File: config.mk
export PLATFORM = sky130hd
export DESIGN_NAME = seeded_rng_regs
export DESIGN_NICKNAME = d
export VERILOG_FILES = /design/src/rtl/seeded_rng_regs.sv
export SDC_FILE = /design/constraint.sdc
export NUM_CORES = 1
export LEC_CHECK = 0
export ABC_CLOCK_PERIOD_IN_PS = 2700
export BUFFER_PORTS_ARGS = -buffer_cell sky130_fd_sc_hd__buf_2
export CAP_MARGIN = 20
export CELL_PAD_IN_SITES_DETAIL_PLACEMENT = 0
export CELL_PAD_IN_SITES_GLOBAL_PLACEMENT = 1
export CORE_ASPECT_RATIO = 1.5
export CORE_MARGIN = 8
export CORE_UTILIZATION = 50
export CTS_BUF_LIST = sky130_fd_sc_hd__clkbuf_4
export DETAILED_ROUTE_END_ITERATION = 6
export GPL_ROUTABILITY_DRIVEN = 1
export PLACE_DENSITY_LB_ADDON = 0.1
export SYNTH_ARGS = -nofsm -noshare
export SYNTH_HDL_FRONTEND = slang
export SYNTH_SLANG_ARGS = --single-unit
File: constraint.sdc
create_clock -name clk -period 2.7 [get_ports clk]
set_input_delay 0.135 -clock clk [delete_from_list [all_inputs] [get_ports clk]]
set_output_delay 0.135 -clock clk [all_outputs]
set_load 0.1 [all_outputs]
File: src/rtl/seeded_rng_regs.sv
module seeded_rng_regs #(
  parameter int          N_WORDS    = 5,
  parameter int          ADDR_W     = 9,
  parameter logic [31:0] STATE_INIT = 32'h6D2B_79F5
) (
  input  logic              clk,
  input  logic              rst_n,
  input  logic              bus_sel,
  input  logic              bus_we,
  input  logic [ADDR_W-1:0] bus_addr,
  input  logic [31:0]       bus_wdata,
  output logic [31:0]       bus_rdata
);
  localparam int IDX_W = (N_WORDS > 1) ? $clog2(N_WORDS) : 1;
  localparam logic [ADDR_W-1:0] CTRL_OFS  = ADDR_W'('h000);
  localparam logic [ADDR_W-1:0] STAT_OFS  = ADDR_W'('h010);
  localparam logic [ADDR_W-1:0] SEED_BASE = ADDR_W'('h140);
  localparam logic [ADDR_W-1:0] OUT_BASE  = ADDR_W'('h160);
  localparam logic [ADDR_W-1:0] SPAN      = ADDR_W'(4 * N_WORDS);

  function automatic logic [31:0] xs_step(input logic [31:0] x);
    logic [31:0] y;
    y = x ^ (x << 13);
    y = y ^ (y >> 17);
    y = y ^ (y << 5);
    return y;
  endfunction

  logic [31:0]        ctrl_q;
  logic [2:0]         flags_q;
  logic [N_WORDS-1:0] seed_mask;
  logic [31:0]        seed_acc;
  logic [31:0]        state_q;
  logic               busy;
  logic [IDX_W-1:0]   fill_idx;
  logic [31:0]        out_q [N_WORDS];

  logic [ADDR_W-1:0] seed_off, out_off;
  logic              wr, aligned, hit_seed, hit_out, seed_ok;
  logic [IDX_W-1:0]  seed_idx, out_idx;
  logic [N_WORDS-1:0] mask_nxt;
  logic [31:0]       acc_nxt, mix, gen_word;

  assign wr       = bus_sel & bus_we;
  assign aligned  = bus_addr[1:0] == 2'b00;
  assign seed_off = bus_addr - SEED_BASE;
  assign out_off  = bus_addr - OUT_BASE;
  assign hit_seed = aligned && bus_addr >= SEED_BASE && seed_off < SPAN;
  assign hit_out  = aligned && bus_addr >= OUT_BASE && out_off < SPAN;
  assign seed_idx = seed_off[IDX_W+1:2];
  assign out_idx  = out_off[IDX_W+1:2];
  assign seed_ok  = &seed_mask;
  assign acc_nxt  = seed_acc ^ bus_wdata;
  assign mix      = state_q ^ acc_nxt;
  assign gen_word = xs_step(state_q);

  always_comb begin
    mask_nxt = seed_mask;
    mask_nxt[seed_idx] = 1'b1;
  end

  always_ff @(posedge clk or negedge rst_n) begin
    if (!rst_n) begin
      ctrl_q    <= '0;
      flags_q   <= '0;
      seed_mask <= '0;
      seed_acc  <= '0;
      state_q   <= STATE_INIT;
      busy      <= 1'b0;
      fill_idx  <= '0;
      for (int i = 0; i < N_WORDS; i++) out_q[i] <= '0;
    end else begin
      if (wr && bus_addr == STAT_OFS) flags_q <= bus_wdata[5:3];
      if (wr && hit_seed) begin
        seed_mask <= mask_nxt;
        seed_acc  <= acc_nxt;
        if (&mask_nxt && !seed_ok) state_q <= (mix == '0) ? STATE_INIT : mix;
      end
      if (wr && bus_addr == CTRL_OFS) begin
        ctrl_q <= bus_wdata & ~32'h10;
        if (seed_ok && bus_wdata[3] && bus_wdata[4] && !busy) begin
          busy     <= 1'b1;
          fill_idx <= '0;
        end
      end
      if (busy) begin
        out_q[fill_idx] <= gen_word;
        state_q         <= gen_word;
        fill_idx        <= fill_idx + 1'b1;
        if (fill_idx == IDX_W'(N_WORDS - 1)) begin
          busy       <= 1'b0;
          flags_q[2] <= 1'b1;
        end
      end
    end
  end

  always_comb begin
    bus_rdata = '0;
    if (bus_addr == CTRL_OFS)      bus_rdata = ctrl_q;
    else if (bus_addr == STAT_OFS) bus_rdata = {26'b0, flags_q, busy, seed_ok, 1'b1};
    else if (hit_out)              bus_rdata = out_q[out_idx];
  end
endmodule

==> implementation parameters <==
Parameter                              Value

STA
  Total negative setup slack    0 ns
  Final setup violation count    0
  Actual transition at the worst max-transition pin    0.818 ns
  Highest attainable clock frequency    383 MHz
  Final Max Tran Viols    0
  Setup repair after global routing missed its margin    false
  Setup ws final    0.0875 ns
  Final Hold Vio Count    0
  Post-layout minimum cycle time    2.61 ns
  Worst setup skew after layout    0.0393 ns
  Tcrit/Tclk final    0.968
  Worst slew slack as a fraction of its limit    0.451

Setup path
  Number of buffers and inverters on the critical path    4
  Crit-path leading delay family    buffers and inverters
  Logic depth of the worst setup path including buffers    9
  Maximum single-stage delay on the critical path    0.54 ns
  Chain of cells forming the critical path    dlygate4sd3_1 > buf_2 > or2_2 > nor2_1 > and2_1 > buf_12 > a22oi_1 > nand2_1 > buf_12
  Worst Reg-to-Reg Cells    7
  Worst setup path category    in2out
  CP Capture Type    output pin
  Most used cell, CP    buf_12
  Data required time of the critical path    2.57 ns
  Worst setup slack for register-to-register paths    0.42 ns
  Worst-path cell with the longest stage delay    dlygate4sd3_1
  Startpoint type of the worst setup path    input pin
  Biggest fanout along the worst timing path    23
  Worst Path Arrival    2.48 ns

Die
  Standard-cell rows    73
  Die footprint    32600 um^2
  Placeable core area    26600 um^2
  Die outline height    217 um
  Die span in x    150 um
  Initial standard-cell utilization of the core    0.508
  Top-level port count    77

Yosys
  Share of synthesized registers carrying an async set or reset    1.00
  Number of instances in the synthesized netlist    1303
  Most repeated cell in the gate-level netlist after synthesis    nand2_1
  Post-synthesis share of cell area spent on xor and xnor gates    0.139
  Most area-hungry cell type in the Yosys netlist    dfrtp_1
  Multiplexer area fraction after synthesis    0.0794
  Area share of the leading cell type in the synthesized netlist    0.458
  Nets in the synthesized netlist    1353
  Most area-consuming cells after synthesis    dfrtp_1, nand2_1, o21ai_0
  Register bit total from synthesis    267
  Average cell area after synthesis    10.4 um^2
  Combinational family with the most area after synthesis    XOR/XNOR gates
  Post-synthesis instance area    13500 um^2
  Post-synthesis compound-gate area fraction    0.136
  Count of unique library cells instantiated by Yosys    56
  Number of enable flip-flop cells after synthesis    0
  Yosys synthesis warning count    0
  Post-Synth Adder-Cell Area    0.00463
  Fraction of the mapped netlist area in simple logic gates    0.111
  Most instantiated cells after synthesis    nand2_1, dfrtp_1, o21ai_0
  Proportion of synthesized chip area in sequential cells    0.496
  Main synth FF type    dfrtp_1

Clock network
  CTS buffer count    68
  CTS tree    built
  CTS H-Tree Depth    3
  Clk Tree Root Cell    clkbuf_4
  Buffers from clock root to sink, at most    3
  Register clock-pin slew on the reported worst setup and hold paths    0.06 ns
  Clock latency at the later pin of the worst-skew pair    0.70 ns
  Clock tree sinks    267

Placement
  Total placed cells including tap cells    1685
  Half-perimeter wire length of the detailed placement result    27900 um
  Routability-driven placement congestion ratio    1.00
  Post-placement worst setup slack    0.412 ns
  Total of buffers placed on input and output ports    76

Cells and area
  Fraction of final layout cells with drive strength greater than 1    0.206
  Count of nets after finishing    1514
  Area of the multi-input gates    6430 um^2
  Sequential cell area    6710 um^2
  Non-filler instance count after layout    1856
  Area delta synth->final    20.8%
  Layout filler cell count    2295

Global route
  Number of antenna violations at the first check in global routing    2
  Via count of the first global-routing pass    10700
  Pin count of the biggest net entering global routing    80
  Global-route usage over all layers    0.254
  Global-route wire length before repair    62800 um
  Residual overflow from global routing    0

Job
  Count of max-cap constraint violations    0

Power
  Static leakage    7.54 nW
  Net Sw Power    2.05 mW
  Switching power share of the total    0.249
  PD cells    506 nW/um^2
  Clock power share    0.438
  Highest ir drop seen on vdd    0.000385 V
  Internal power component    6.21 mW
  Gate power share    0.069
  Share of power burned in registers    0.493

Routing
  Drc violations    0
  Metal2 WL    21100 um
  Routed wire per std cell    21.7 um
  Wirelength, routed    40300 um
  Wire length on met3    1260 um
  Post-route met1 wirelength    16700 um
  ANT nets after route    0
  Initial DRC count    534
  Top metal layer carrying routed signals    met4
  Length of the first detailed-routing pass in iterations    5
  Vias after detailed routing    10200
  Per-cell via count in the routed design    5.50

Hold path
  HP Class    in2reg
  Hold depth    5

Run status
  Run status    complete, no violations
==> registers in the layout (all words and copies together), names as in the netlist <==
name       cells
fill_idx       3
seed_acc      32
ctrl_q        31
busy           1
flags_q        3
out_q        160
state_q       32
seed_mask      5
==> what timing repair did <==
action	in CTS	in global routing
hold buffers	44	0
setup buffers	0	2
endpoints found under the setup margin	0	10
gates resized for setup	0	7
endpoints found under the hold margin	342	0
==> per-layer routing <==
| metal | GRT usage | vias to the layer above |
|---|---|---|
| li1 | - | 4848 |
| met1 | 0.307 | 5079 |
| met2 | 0.442 | 208 |
| met3 | 0.0424 | 71 |
| met4 | 0.0990 | 0 |
| met5 | 0 | - |
==> power groups by stage <==
stage | clock [mW] | combinational [mW] | sequential [mW]
6_report | 3.62 | 0.569 | 4.07
3_3_place_gp | 0 | 0.518 | 4.15
4_1_cts | 3.71 | 0.572 | 4.07
3_5_place_dp | 0 | 0.521 | 4.15
2_1_floorplan | 0 | 0.273 | 4.14
5_1_grt | 3.92 | 0.614 | 4.07
==> metrics by stage <==
step	total power, mW	hold WS (ns)	utilization	area [um^2]
after global placement	4.66	0.121	0.562	14900
final	8.26	0.0565	0.614	16300
after CTS	8.36	0.00130	0.612	16300
after global routing	8.61	0.0317	0.614	16300
after floorplan	4.41	-0.161	-	13600
after detailed placement	4.67	0.121	0.562	14900
==> cell type report <==
cell class,instances,share of cell area
Clock buffer,101,0.0465
Timing Repair Buffer,176,0.111
Sequential cell,267,0.411
Clock inverter,21,0.00836
Antenna cell,3,0.000460
Inverter,12,0.00276
Tap cell,337,0.0258
Multi-Input combinational cell,939,0.394
==> logic make-up after synthesis <==
kind of cell	count (synthesis)
simple gates	355
compound gates	322
flops	267
xor+xnor	160
buf+inv	97
mux	97
fa+ha+maj	5
==> layout by cell type (no fill, tap or decap), drive strengths merged, types with 2 or more instances in the layout <==
master and n:
nand2 262, dfrtp 247, o21ai 204, buf 130, clkbuf 103, xnor2 76
mux2i 58, xor2 52, dlygate4sd3 44, nor2 42, a21oi 38, mux2 35
xnor3 32, o22ai 22, dfstp 20, a211oi 17, nand3 17, inv 16
clkinv 15, a22o 12, nand4 9, o31ai 8, ha 5, o2111ai 5
nor2b 4, and3 4, and2 4, a21o 4, mux4 4, nor4 4
diode 3, or2 2, nand2b 2, o211ai 2, a31oi 2, nor4bb 2
bufinv 2
==> tightest hold or removal path: cells and delay by family <==
kind	cells	cell delay, ns
buffers and inverters	1	0.12
AOI/OAI and AO/OA	1	0.16
and+or+nand+nor	2	0.21
xor gates and xnor gates	1	0.06
==> final timing paths <==
check,end,start
max,bus_rdata[2],bus_addr[3]
min,seed_acc[3],bus_addr[8]
max reg2reg,state_q[11],state_q[18]
min reg2reg,out_q[53],out_q[53]
max in group asynchronous,out_q[57],rst_n
min in group asynchronous,out_q[116],rst_n
Note: power is estimated with default switching activity, not from simulation.
